[config.mk]
export PLATFORM = sky130hd
export DESIGN_NAME = cachectl_top
export DESIGN_NICKNAME = d
export VERILOG_FILES = /design/src/rtl/cachectl_pkg.sv /design/src/rtl/cachectl_portif.sv /design/src/rtl/cachectl_flush.sv /design/src/rtl/cachectl_window.sv /design/src/rtl/cachectl_top.sv
export SDC_FILE = /design/constraint.sdc
export NUM_CORES = 1
export LEC_CHECK = 0
export BUFFER_PORTS_ARGS = -buffer_cell sky130_fd_sc_hd__buf_2
export CORE_UTILIZATION = 30
export CTS_CLUSTER_DIAMETER = 50
export DETAILED_ROUTE_END_ITERATION = 8
export SLEW_MARGIN = 40
export SYNTH_ARGS = -nofsm -noshare
export SYNTH_HDL_FRONTEND = slang
export SYNTH_SLANG_ARGS = --single-unit
[constraint.sdc]
create_clock -name clk -period 3.6 [get_ports clk]
set_input_delay 1.08 -clock clk [delete_from_list [all_inputs] [get_ports clk]]
set_output_delay 1.08 -clock clk [all_outputs]
set_load 0.01 [all_outputs]
[src/rtl/cachectl_pkg.sv]
package cachectl_pkg;

   localparam int BYTE_W = 8;
   typedef logic [BYTE_W-1:0] byte_t;

   localparam byte_t IDLE_READ = 8'hFF;

   typedef enum logic {
      SCOPE_ALIAS = 1'b0,
      SCOPE_ALL   = 1'b1
   } flush_scope_e;

endpackage

[src/rtl/cachectl_portif.sv]
module cachectl_portif
   import cachectl_pkg::*;
#(
   parameter int          IO_AW    = 16,
   parameter logic [15:0] IDX_PORT = 16'h0022,
   parameter logic [15:0] DAT_PORT = 16'h0023,
   parameter byte_t       SEL_IDX  = 8'hC0
) (
   input  logic             clk,
   input  logic             rst,
   input  logic             io_wr,
   input  logic             io_rd,
   input  logic [IO_AW-1:0] io_addr,
   input  byte_t            io_wdata,
   output byte_t            io_rdata,
   output byte_t            cfg_q
);

   localparam logic [IO_AW-1:0] IDX_A = IO_AW'(IDX_PORT);
   localparam logic [IO_AW-1:0] DAT_A = IO_AW'(DAT_PORT);

   byte_t idx_q;
   logic  armed_q;
   logic  hit_idx, hit_dat, sel_ok;

   assign hit_idx = (io_addr == IDX_A);
   assign hit_dat = (io_addr == DAT_A);
   assign sel_ok  = armed_q && (idx_q == SEL_IDX);

   always_ff @(posedge clk) begin
      if (rst) begin
         idx_q   <= '0;
         armed_q <= 1'b0;
         cfg_q   <= '0;
      end else if (io_wr && hit_idx) begin
         idx_q   <= io_wdata;
         armed_q <= 1'b1;
      end else if ((io_wr || io_rd) && hit_dat) begin
         armed_q <= 1'b0;
         if (io_wr && sel_ok)
            cfg_q <= io_wdata;
      end else if (io_rd && hit_idx) begin
         armed_q <= 1'b0;
      end
   end

   always_comb begin
      io_rdata = IDLE_READ;
      if (io_rd && !io_wr && hit_dat && sel_ok)
         io_rdata = cfg_q;
   end

endmodule

[src/rtl/cachectl_flush.sv]
module cachectl_flush
   import cachectl_pkg::*;
#(
   parameter int SYNC_STAGES = 2
) (
   input  logic clk,
   input  logic rst,
   input  logic hold_en,
   input  logic bus_hold,
   input  logic a20_mask,
   output logic flush_o,
   output logic flush_full_o
);

   logic [1:0] chain_q [SYNC_STAGES];
   logic [1:0] synced;
   logic [1:0] prev_q;
   logic       hold_rise, a20_flip;

   genvar gi;
   generate
      for (gi = 0; gi < SYNC_STAGES; gi++) begin : g_sync
         if (gi == 0) begin : g_first
            always_ff @(posedge clk) begin
               if (rst) chain_q[gi] <= '0;
               else     chain_q[gi] <= {bus_hold, a20_mask};
            end
         end else begin : g_next
            always_ff @(posedge clk) begin
               if (rst) chain_q[gi] <= '0;
               else     chain_q[gi] <= chain_q[gi-1];
            end
         end
      end
   endgenerate

   assign synced    = chain_q[SYNC_STAGES-1];
   assign hold_rise = hold_en && synced[1] && !prev_q[1];
   assign a20_flip  = synced[0] ^ prev_q[0];

   always_ff @(posedge clk) begin
      if (rst) begin
         prev_q       <= '0;
         flush_o      <= 1'b0;
         flush_full_o <= SCOPE_ALIAS;
      end else begin
         prev_q       <= synced;
         flush_o      <= hold_rise || a20_flip;
         flush_full_o <= hold_rise ? SCOPE_ALL : SCOPE_ALIAS;
      end
   end

endmodule

[src/rtl/cachectl_window.sv]
module cachectl_window #(
   parameter int PA_W        = 24,
   parameter int BLOCK_LOG2  = 20,
   parameter int WINDOW_LOG2 = 16
) (
   input  logic            uncache_low,
   input  logic [PA_W-1:0] lk_addr,
   output logic            cacheable_o
);

   localparam int SPAN = BLOCK_LOG2 - WINDOW_LOG2;

   logic [SPAN-1:0] slot;
   assign slot        = lk_addr[BLOCK_LOG2-1:WINDOW_LOG2];
   assign cacheable_o = !(uncache_low && (slot == '0));

endmodule

[src/rtl/cachectl_top.sv]
module cachectl_top
   import cachectl_pkg::*;
#(
   parameter int          IO_AW       = 16,
   parameter logic [15:0] IDX_PORT    = 16'h0022,
   parameter logic [15:0] DAT_PORT    = 16'h0023,
   parameter logic [7:0]  SEL_IDX     = 8'hC0,
   parameter int          HOLD_EN_BIT = 5,
   parameter int          LOWUNC_BIT  = 0,
   parameter int          SYNC_STAGES = 2,
   parameter int          PA_W        = 24,
   parameter int          BLOCK_LOG2  = 20,
   parameter int          WINDOW_LOG2 = 16
) (
   input  logic             clk,
   input  logic             rst,
   input  logic             io_wr,
   input  logic             io_rd,
   input  logic [IO_AW-1:0] io_addr,
   input  logic [7:0]       io_wdata,
   output logic [7:0]       io_rdata,
   input  logic             bus_hold,
   input  logic             a20_mask,
   input  logic [PA_W-1:0]  lk_addr,
   output logic             flush_o,
   output logic             flush_full_o,
   output logic             cacheable_o
);

   generate
      if (WINDOW_LOG2 < 1 || WINDOW_LOG2 >= BLOCK_LOG2 || BLOCK_LOG2 > PA_W) begin : g_bad_map
         $error("cachectl_top: window must be smaller than block, block within address");
      end
      if (HOLD_EN_BIT < 0 || HOLD_EN_BIT >= BYTE_W || LOWUNC_BIT < 0 ||
          LOWUNC_BIT >= BYTE_W || HOLD_EN_BIT == LOWUNC_BIT) begin : g_bad_bits
         $error("cachectl_top: control bit positions invalid");
      end
      if (SYNC_STAGES < 1) begin : g_bad_sync
         $error("cachectl_top: at least one synchronizer stage needed");
      end
      if (IO_AW < 2 || IO_AW > 16) begin : g_bad_io
         $error("cachectl_top: IO_AW out of range");
      end
   endgenerate

   byte_t cfg_q;

   cachectl_portif #(
      .IO_AW(IO_AW), .IDX_PORT(IDX_PORT), .DAT_PORT(DAT_PORT), .SEL_IDX(SEL_IDX)
   ) u_port (
      .clk(clk), .rst(rst), .io_wr(io_wr), .io_rd(io_rd), .io_addr(io_addr),
      .io_wdata(io_wdata), .io_rdata(io_rdata), .cfg_q(cfg_q)
   );

   cachectl_flush #(.SYNC_STAGES(SYNC_STAGES)) u_flush (
      .clk(clk), .rst(rst), .hold_en(cfg_q[HOLD_EN_BIT]), .bus_hold(bus_hold),
      .a20_mask(a20_mask), .flush_o(flush_o), .flush_full_o(flush_full_o)
   );

   cachectl_window #(
      .PA_W(PA_W), .BLOCK_LOG2(BLOCK_LOG2), .WINDOW_LOG2(WINDOW_LOG2)
   ) u_win (
      .uncache_low(cfg_q[LOWUNC_BIT]), .lk_addr(lk_addr), .cacheable_o(cacheable_o)
   );

endmodule

=== After elaboration in Yosys (flattened, before gate mapping) ===
Memories as Yosys holds them, arrays and structs flattened.
Index checks and enable logic that the tools add are counted.

* $add $sub $neg: 0
* Multipliers: 0
* Divide/modulo/power cells: 0
* Magnitude comparators: 0
* Equality and inequality tests: 3
* Shift operators: 0
* Mux-type cells: 10
* Bitwise logic cells: 4
* Reduce and logical (&&, ||, !) cells: 19

{| class="wikitable"
|+ Operator list
! operator !! count
|-
| 16-bit by 6-bit == test with 1-bit output (second input constant) || 2
|-
| 1-bit logical AND || 11
|-
| 8-bit == test (second input constant) || 1
|-
| 8-bit two-way mux || 1
|-
| 1-bit two-way mux || 7
|-
| 4-bit zero test || 1
|-
| 2-bit two-way mux || 2
|-
| 1-bit zero test || 3
|-
| 3-bit AND reduction || 1
|-
| 3-bit nonzero test || 1
|-
| 1-bit logical OR || 2
|-
| 1-bit bitwise OR || 2
|-
| 1-bit NOT || 1
|-
| 1-bit bitwise XOR || 1
|}

* Register bits after elaboration: 21
* Bits in latches: 0
* RAM bits: 4
* ROM bits: 0
* Input port bits: 54
* Output and inout bits: 11
* Logic and storage cells: 43
* Memories kept: 1

{| class="wikitable"
|+ Memory list
! memory !! depth !! bits a word !! rd ports !! clocked after memory_dff !! write ports !! line !! text
|-
| u_flush.chain_q || 2 || 2 || 2 || 0 || 2 || cachectl_flush.sv:15 || <nowiki>logic [1:0] chain_q [SYNC_STAGES];</nowiki>
|}

=== Logic depth before layout (Yosys ltp) ===
Gate-level depths: netlist of the first run.

* Depth in word-level cells: 5
* Mapped depth: 5
* Gate-level depth less buffers: 4

=== Cells and area by module ===
A second synthesis of the first run with hierarchy kept.

* Cell total of the unflattened synthesis: 131
* Area total of the unflattened synthesis: 1207.4 µm²

{| class="wikitable"
|+ By module, submodules not included
! module !! times used !! cells each !! area each (µm²) !! sequential area each (µm²)
|-
| cachectl_portif || 1 || 111 || 970.9 || 340.3
|-
| cachectl_flush || 1 || 18 || 222.7 || 160.2
|-
| cachectl_window || 1 || 2 || 13.8 || 0.0
|}

=== Worst setup path before layout of the first run ===
No wires, ideal clock.

* Path type: input-to-output
* Start point: input io_addr[4]
* End point: output io_rdata[0]
* Arrival time: 2.453 ns
* Data required time: 2.520 ns
* Setup slack: 0.067 ns
* Stages: 4
* Buffers on the path: 0
* Cells stage by stage: nor4b_1 > nand4_1 > nor4_2 > or2b_1

* Cells in the longest elaborated chain, start to end: 4

{| class="wikitable"
|+ Ends and longest elaborated chain
! item !! line !! text
|-
| from (decl) || cachectl_top.sv:19 || <nowiki>input logic [IO_AW-1:0] io_addr,</nowiki>
|-
| 16-bit by 6-bit == test with 1-bit output || cachectl_portif.sv:27 || <nowiki>assign hit_dat = (io_addr == DAT_A);</nowiki>
|-
| 1-bit logical AND (2 in a row) || cachectl_portif.sv:49 || <nowiki>if (io_rd && !io_wr && hit_dat && sel_ok)</nowiki>
|-
| 8-bit two-way mux || cachectl_portif.sv:49 ||
|-
| to (decl) || cachectl_top.sv:21 || <nowiki>output logic [7:0] io_rdata,</nowiki>
|}

No other way between the ends.

=== Worst setup path after layout of the first run ===
* Start point: input io_addr[0]
* End point: output io_rdata[6]

Same word-level chain as after synthesis.

==> impl_metrics.env, run 1 <==
export IMPL_outcome="complete, no violations"
export IMPL_startpoint_type="input port"
export IMPL_port_buffers=44
export IMPL_critPathMostFrequentCell="buf_2"
export IMPL_cp_slowest_cell="or3_1"
export IMPL_synth_top_area_share=0.435
export IMPL_synth_largest_area_cell="dfxtp_1"
export IMPL_num_rows=22
export IMPL_clock_path_buffers=2
export IMPL_first_global_vias=1164
export IMPL_async_flop_share=0
export IMPL_startpoint="io_addr[0]"
export IMPL_holdCritStartpoint="u_flush.chain_q[0][1]"
export IMPL_cts_buffers=3
export IMPL_regArea_um2=500
export IMPL_gp_congestion=0.756
export IMPL_synth_area_top_cells="dfxtp_1, nor2b_1, o21ai_0"
export IMPL_hold_end="u_flush.chain_q[1][1]"
export IMPL_grt_total_usage=0.155
export IMPL_syn_avg_cell_area_um2=8.85
export IMPL_grt_pass1_wl_um=5020
export IMPL_cts_sinks=25
export IMPL_reg2reg_depth=4
export IMPL_syn_nets=184
export IMPL_yosysUniqueCellTypes=27
export IMPL_min_path_cells=1
export IMPL_dp_slack_ns=-0.107
export IMPL_fmax_mhz=288
export IMPL_fin_crit_sh=0.963
export IMPL_worst_path_largest_cell_delay_ns=0.33
export IMPL_routedWlPerCell_um=12.6
export IMPL_hpwl_um=2130
export IMPL_setup_ws_ns=0.134
export IMPL_synth_cells=130
export IMPL_synth_edff_count=0
export IMPL_regToRegEndpoint="u_port.cfg_q[5]"
export IMPL_cp_data_required_time_ns=2.52
export IMPL_final_util=0.429
export IMPL_leakage_nw=0.578
export IMPL_worstPathCellList="buf_2 > nand4_1 > or3_1 > nor4_2 > buf_4 > or2b_1 > buf_2"
export IMPL_yosysMostFrequentCell="dfxtp_1"
export IMPL_worstPathArrival_ns=2.39
export IMPL_worstMarginPinSlew_ns=0.500
export IMPL_start_util=0.314
export IMPL_grt_max_degree=33
export IMPL_critical_path_max_fanout=6
export IMPL_synthTopCellsByCount="dfxtp_1, o21ai_0, nor2b_1"
export IMPL_skew_ns=0.00558
export IMPL_cts_root_buf="clkbuf_8"
export IMPL_synth_seq_area_share=0.435
export IMPL_setup_violations=0
export IMPL_die_h_um=63.9
export IMPL_synth_area_mm2=0.00115
export IMPL_route_final_wire_length_um=2860
export IMPL_max_slew_margin=0.667
export IMPL_first_iter_violations=16
export IMPL_clkTransAtPathRegs_ns=0.09
export IMPL_synth_ff_type="dfxtp_1"
export IMPL_die_x_um=63.9
export IMPL_io_pins=65
export IMPL_cts_tree="built"
export IMPL_vias=1106
export IMPL_grt_setup_unrepaired="no"
export IMPL_first_pass_iters=4
export IMPL_worstReg2RegStart="u_port.idx_q[0]"
export IMPL_dieArea_mm2=0.00409
export IMPL_post_cts_setup_buffer_count=0
export IMPL_hold_class="register to register"
export IMPL_area_growth_pct=36.4
export IMPL_path_delay_family="simple AND/OR/NAND/NOR gates"
export IMPL_drc=0
export IMPL_powerDensity_mw_per_mm2=315
export IMPL_critPathBufInv=3
export IMPL_ir_worst_vdd_v=0.000186
export IMPL_worstSkewPairLatency_ns=0.27
export IMPL_grt_antenna_before_repair=0
export IMPL_yosysWarnings=0
export IMPL_n_antenna_cell=0
export IMPL_finalNetCount=234
export IMPL_fp_coreArea_mm2=0.00366
export IMPL_viasPerCell=4.87
export IMPL_multi_input_area_um2=662
export IMPL_timing_max_cap_violations=0
export IMPL_critical_path_endpoint_type="output port"
export IMPL_drive_gt1_frac=0.369
export IMPL_nFillCells=370
export IMPL_grt_ovfl_total=0
export IMPL_cts_htree_levels=1
export IMPL_ys_seq_elements=25
export IMPL_hold_violations=0
export IMPL_period_needed_ns=3.47
export IMPL_slew_viol_final=0
export IMPL_rrSetupSlack_ns=1.64
export IMPL_path_class="input port to output port"
export IMPL_ant_nets=0
==> cells by family (layout without fill, tap and decap cells) <==
group                  after synthesis  after routing  synth area share
AO/OA/AOI/OAI                       35             35             0.172
XOR/XNOR                             1              1           0.00761
buffers and inverters               10             59            0.0337
flip-flops                          25             25             0.435
AND/OR/NAND/NOR                     59             59             0.352
==> state kept, by name, summed over array words and instances, names as in the netlist <==
name                  cells
u_port.cfg_q              8
u_flush.flush_o           1
u_flush.flush_full_o      1
u_flush.chain_q           4
u_port.idx_q              8
u_flush.prev_q            2
u_port.armed_q            1
==> how the worst max path moves through the flow <==
stage | slack (ns) | endpoint | depth (start not counted)
after floorplan | 0.07 | io_rdata[0] | 4
after global placement | -0.11 | io_rdata[6] | 7
after detailed placement | -0.11 | io_rdata[6] | 7
after CTS | 0.02 | io_rdata[6] | 7
after global routing | 0.02 | io_rdata[0] | 7
final | 0.13 | io_rdata[6] | 7
==> cell usage in the layout (no fill, tap or decap), drive strengths merged, types with 2 or more instances in the layout <==
cell,count
o21ai,17
nand4,11
nand2,2
or2b,3
dfxtp,25
nor4,5
a21oi,9
o31ai,8
nand2b,13
buf,54
or3,2
nor2b,14
clkbuf,3
or4,2
==> power breakdown <==
part / switching (mW) / internal, mW
sequential: 0.000744 / 0.279
clock: 0.0883 / 0.0783
combinational: 0.0250 / 0.0233
total: 0.114 / 0.381
==> stage by stage <==
| step | setup TNS (ns) | hold slack [ns] | instance area (um^2) | total power, mW | std cells |
|---|---|---|---|---|---|
| finish | 0 | 0.440 | 1570 | 0.495 | 227 |
| global route | 0 | 0.460 | 1570 | 0.516 | 227 |
| CTS | 0 | 0.442 | 1570 | 0.500 | 227 |
| detailed placement | -0.455 | 0.420 | 1470 | 0.329 | 223 |
| global placement | -0.463 | 0.419 | 1470 | 0.327 | 223 |
| floorplan | 0 | 0.414 | 1150 | 0.302 | 130 |
==> metal layers <==
metal	track usage	vias to the layer above	share of wire
li1	-	572	-
met1	0.174	505	0.45
met2	0.281	25	0.49
met3	0.0357	4	0.051
met4	0.0568	0	0.0063
met5	0	-	0
==> cell type report <==
cell class,instances,share of cell area
clock buffers,3,0.0263
clock inverters,1,0.00478
inverters,1,0.00239
multi-input cells,95,0.422
flip-flops and latches,25,0.319
well taps,48,0.0382
repair buffers,54,0.188
==> timing repair <==
action,CTS,global route
pin swaps,1,2
gates resized for setup,6,1
setup endpoints to repair,7,7
hold buffers,0,0
Power figures use the tool's default switching activity.
==> inputs of run 2 (changes only) <==
clock period = 3.4 ns   (was 3.6 ns; I/O delays follow)
==> impl_metrics.env, run 2 (synthesized netlist as in run 1, its figures left out) <==
export IMPL_powerDensity_mw_per_mm2=331
export IMPL_viasPerCell=4.94
export IMPL_stdcell_count=226
export IMPL_route_final_wire_length_um=2940
export IMPL_grt_max_degree=33
export IMPL_num_rows=22
export IMPL_cts_htree_levels=1
export IMPL_gp_congestion=0.830
export IMPL_cts_buffers=3
export IMPL_fmax_mhz=295
export IMPL_critical_path_endpoint_type="output port"
export IMPL_final_cell_mix="buf_2, dfxtp_1, o21ai_0"
export IMPL_first_pass_iters=5
export IMPL_io_pins=65
export IMPL_clock_path_buffers=2
export IMPL_die_h_um=63.9
export IMPL_power_mw=0.531
export IMPL_first_iter_violations=33
export IMPL_die_x_um=63.9
export IMPL_startpoint_type="input port"
export IMPL_cts_sinks=25
export IMPL_dpl_cell_count=221
export IMPL_cp_data_required_time_ns=2.38
export IMPL_port_buffers=44
export IMPL_placed_area_mm2=0.00147
export IMPL_outcome="complete, no violations"
export IMPL_leakage_nw=0.583
export IMPL_critical_path_max_fanout=5
export IMPL_fp_coreArea_mm2=0.00366
export IMPL_vias=1116
export IMPL_worstPathArrival_ns=2.37
export IMPL_ir_worst_vdd_v=0.000266
export IMPL_grt_setup_unrepaired="yes"
export IMPL_grt_total_usage=0.147
export IMPL_n_antenna_cell=0
export IMPL_drc=0
export IMPL_fin_area_mm2=0.00160
export IMPL_fin_crit_sh=0.998
export IMPL_fin_setup_tns_ns=0
export IMPL_worstSkewPairLatency_ns=0.27
export IMPL_grt_pass1_wl_um=4740
export IMPL_max_slew_margin=0.671
export IMPL_dieArea_mm2=0.00409
export IMPL_grt_antenna_before_repair=0
export IMPL_hold_violations=0
export IMPL_cts_root_buf="clkbuf_8"
export IMPL_cts_tree="built"
export IMPL_hold_class="register to register"
export IMPL_first_global_vias=1037
export IMPL_start_util=0.314
export IMPL_area_growth_pct=39.2
export IMPL_final_common_cell="buf_2"
export IMPL_setup_violations=0
export IMPL_reg_top3="u_port.cfg_q x8, u_port.idx_q x8, u_flush.chain_q x4"
export IMPL_grt_ovfl_total=0
export IMPL_drive_gt1_frac=0.365
export IMPL_hpwl_um=2090
export IMPL_path_class="input port to output port"
export IMPL_worstMarginPinSlew_ns=0.494
export IMPL_ant_nets=0
export IMPL_routedWlPerCell_um=13.0
export IMPL_period_needed_ns=3.39
export IMPL_timing_max_cap_violations=0
export IMPL_cts_hold_buffers=0
export IMPL_skew_ns=0.00326
export IMPL_slew_viol_final=0
export IMPL_clkTransAtPathRegs_ns=0.09
export IMPL_finalNetCount=233
run 2: cell count changes in the layout (fill, tap and decap cells not counted), sizes merged:
| cell | previous run | this run |
|---|---|---|
| buf | 54 | 53 |
run 2: layout make-up:
class / instances / area [um^2]
tap: 48 / 60.1
clock buffer: 3 / 41.3
sequential: 25 / 500
clock inverter: 1 / 7.51
fill: 370 / 2060
inverter: 1 / 3.75
timing repair buffer: 53 / 319
multi-input combinational: 95 / 671
run 2: power by group:
part           switching, mW  internal, mW
Combinational         0.0270        0.0286
Clock                 0.0961        0.0831
Sequential          0.000741         0.296
Total                  0.124         0.407
run 2: worst max-delay path, cell delays in order:
cell and delay [ns]:
buf_2 0.11, nor4_4 0.28, nand4_1 0.22, nor4_4 0.35
or2b_1 0.26, buf_2 0.13
run 2: stage by stage:
stage	setup slack, ns	util	hold WS [ns]
5_1_grt	-0.130	0.438	0.477
6_report	0.00657	0.438	0.446
3_5_place_dp	-0.199	0.400	0.433
3_3_place_gp	-0.213	0.400	0.421
4_1_cts	0.00891	0.419	0.454
2_1_floorplan	0.0348	-	0.414
run 2: worst paths after layout:
check	depth (start not counted)	slack (ns)	from	to
max	6	0.007	io_addr[9]	io_rdata[6]
min	1	0.45	u_flush.chain_q[0][0]	u_flush.chain_q[1][0]
max reg2reg	4	1.40	u_port.idx_q[0]	u_port.cfg_q[5]
min reg2reg	1	0.45	u_flush.chain_q[0][0]	u_flush.chain_q[1][0]
run 2: metal layers:
layer | routed length (um) | vias up | track usage
met3 | 128 | 2 | 0.0304
met4 | 14 | 0 | 0.0256
met1 | 1360 | 516 | 0.189
li1 | - | 567 | -
met5 | 0 | - | 0
met2 | 1440 | 31 | 0.254
run 2: repair_timing:
| action | CTS | global route |
|---|---|---|
| buffers inserted | 0 | 1 |
| gates resized for setup | 3 | 10 |
| endpoints found under the setup margin | 8 | 7 |
| pin swaps | 2 | 5 |
==> inputs of run 3 (changes only) <==
BUFFER_PORTS_ARGS = -buffer_cell sky130_fd_sc_hd__buf_4   (was -buffer_cell sky130_fd_sc_hd__buf_2)
CORE_MARGIN = 2   (was default)
==> impl_metrics.env, run 3 (synthesized netlist as in run 1, its figures left out) <==
export IMPL_max_slew_margin=0.703
export IMPL_regToRegEndpoint="u_port.cfg_q[2]"
export IMPL_critical_path_max_fanout=6
export IMPL_cts_htree_levels=1
export IMPL_grt_ovfl_total=0
export IMPL_routedWlPerCell_um=13.8
export IMPL_cts_hold_buffers=0
export IMPL_port_buffers=44
export IMPL_cts_buffers=3
export IMPL_fin_crit_sh=0.991
export IMPL_clockPowerShare=0.326
export IMPL_worstMarginPinSlew_ns=0.442
export IMPL_setup_violations=0
export IMPL_critical_path_endpoint_type="output port"
export IMPL_period_needed_ns=3.37
export IMPL_cp_data_required_time_ns=2.38
export IMPL_die_x_um=65.9
export IMPL_final_util=0.474
export IMPL_cts_tree="built"
export IMPL_holdCritStartpoint="u_flush.chain_q[0][0]"
export IMPL_outcome="complete, no violations"
export IMPL_ir_worst_vdd_v=0.000186
export IMPL_p_sw_mw=0.121
export IMPL_hpwl_um=2320
export IMPL_die_h_um=65.9
export IMPL_swShare=0.225
export IMPL_final_cell_mix="buf_4, dfxtp_1, o21ai_0"
export IMPL_whs_ns=0.450
export IMPL_startpoint="io_addr[0]"
export IMPL_grt_total_usage=0.161
export IMPL_drc=0
export IMPL_first_global_vias=1205
export IMPL_worstPathArrival_ns=2.35
export IMPL_rrSetupSlack_ns=1.42
export IMPL_worstReg2RegStart="u_port.idx_q[0]"
export IMPL_gp_congestion=0.749
export IMPL_num_rows=22
export IMPL_slew_viol_final=0
export IMPL_first_pass_iters=4
export IMPL_drive_gt1_frac=0.385
export IMPL_grt_setup_unrepaired="yes"
export IMPL_start_util=0.312
export IMPL_grt_max_degree=33
export IMPL_first_iter_violations=29
export IMPL_hold_violations=0
export IMPL_final_common_cell="buf_4"
export IMPL_grt_pass1_wl_um=5460
export IMPL_hold_class="register to register"
export IMPL_clkTransAtPathRegs_ns=0.08
export IMPL_io_pins=65
export IMPL_leakage_nw=0.654
export IMPL_route_final_wire_length_um=3180
export IMPL_startpoint_type="input port"
export IMPL_n_antenna_cell=0
export IMPL_timing_max_cap_violations=0
export IMPL_cts_root_buf="clkbuf_8"
export IMPL_pwr_share_seq=0.552
export IMPL_fmax_mhz=297
export IMPL_stdcell_count=230
export IMPL_vias=1149
export IMPL_viasPerCell=5.00
export IMPL_reg2reg_depth=4
export IMPL_cts_sinks=25
export IMPL_area_growth_pct=51.7
export IMPL_worstSkewPairLatency_ns=0.26
export IMPL_grt_antenna_before_repair=0
export IMPL_path_class="input port to output port"
export IMPL_power_frac_comb=0.122
export IMPL_skew_ns=0.00296
export IMPL_ant_nets=0
export IMPL_finalNetCount=237
export IMPL_clock_path_buffers=2
export IMPL_reg_top3="u_port.cfg_q x8, u_port.idx_q x8, u_flush.chain_q x4"
export IMPL_fp_coreArea_mm2=0.00369
export IMPL_internal_power_mw=0.417
export IMPL_dieArea_mm2=0.00435
export IMPL_dpl_cell_count=222
export IMPL_crit_end="io_rdata[0]"
export IMPL_powerDensity_mw_per_mm2=308
run 3: power by group through the flow:
stage / sequential, mW / combinational, mW / clock (mW)
2_1_floorplan: 0.304 / 0.0168 / 0
3_3_place_gp: 0.304 / 0.0542 / 0
3_5_place_dp: 0.304 / 0.0563 / 0
4_1_cts: 0.297 / 0.0621 / 0.181
5_1_grt: 0.297 / 0.0710 / 0.197
6_report: 0.297 / 0.0657 / 0.175
run 3: area by class of cell:
cell class / count / area, um^2
Clock inverter: 1 / 7.51
Sequential cell: 25 / 500
Multi-Input combinational cell: 95 / 676
Clock buffer: 3 / 41.3
Inverter: 1 / 3.75
Timing Repair Buffer: 57 / 458
Fill cell: 376 / 1940
Tap cell: 48 / 60.1
run 3: per-layer routing:
| layer | GRT usage | wire length [um] | up-vias |
|---|---|---|---|
| met1 | 0.200 | 1400 | 534 |
| met4 | 0.0485 | 46 | 0 |
| met3 | 0.0239 | 133 | 4 |
| met5 | 0 | 0 | - |
| met2 | 0.284 | 1600 | 35 |
| li1 | - | - | 576 |
run 3: what timing repair did:
action	in CTS	in global routing
pin swaps	3	1
buffers inserted	1	3
resized for setup	7	9
endpoints found under the setup margin	8	7
gates cloned	0	0
run 3: how the worst min path moves through the flow:
stage	end	cells after the start
after floorplan	u_flush.chain_q[1][0]	1
after global placement	u_flush.chain_q[1][1]	1
after detailed placement	u_flush.chain_q[1][0]	1
after CTS	u_flush.chain_q[1][0]	1
after global routing	u_flush.chain_q[1][0]	1
final	u_flush.chain_q[1][0]	1
run 3: critical path, stage by stage:
cell and delay (ns):
buf_4 0.08, nand4_1 0.10, or3_4 0.36, nor4_4 0.25, buf_4 0.17, or2b_1 0.25
buf_6 0.13
run 3: through the flow:
| step | setup slack [ns] | area (um^2) | power [mW] | TNS (ns) |
|---|---|---|---|---|
| after detailed placement | -0.350 | 1580 | 0.360 | -2.39 |
| after global placement | -0.311 | 1580 | 0.358 | -2.22 |
| after global routing | -0.0665 | 1750 | 0.566 | -0.187 |
| after floorplan | 0.0348 | 1160 | 0.320 | 0 |
| final | 0.0310 | 1750 | 0.537 | 0 |
| after CTS | 0.00673 | 1690 | 0.539 | 0 |
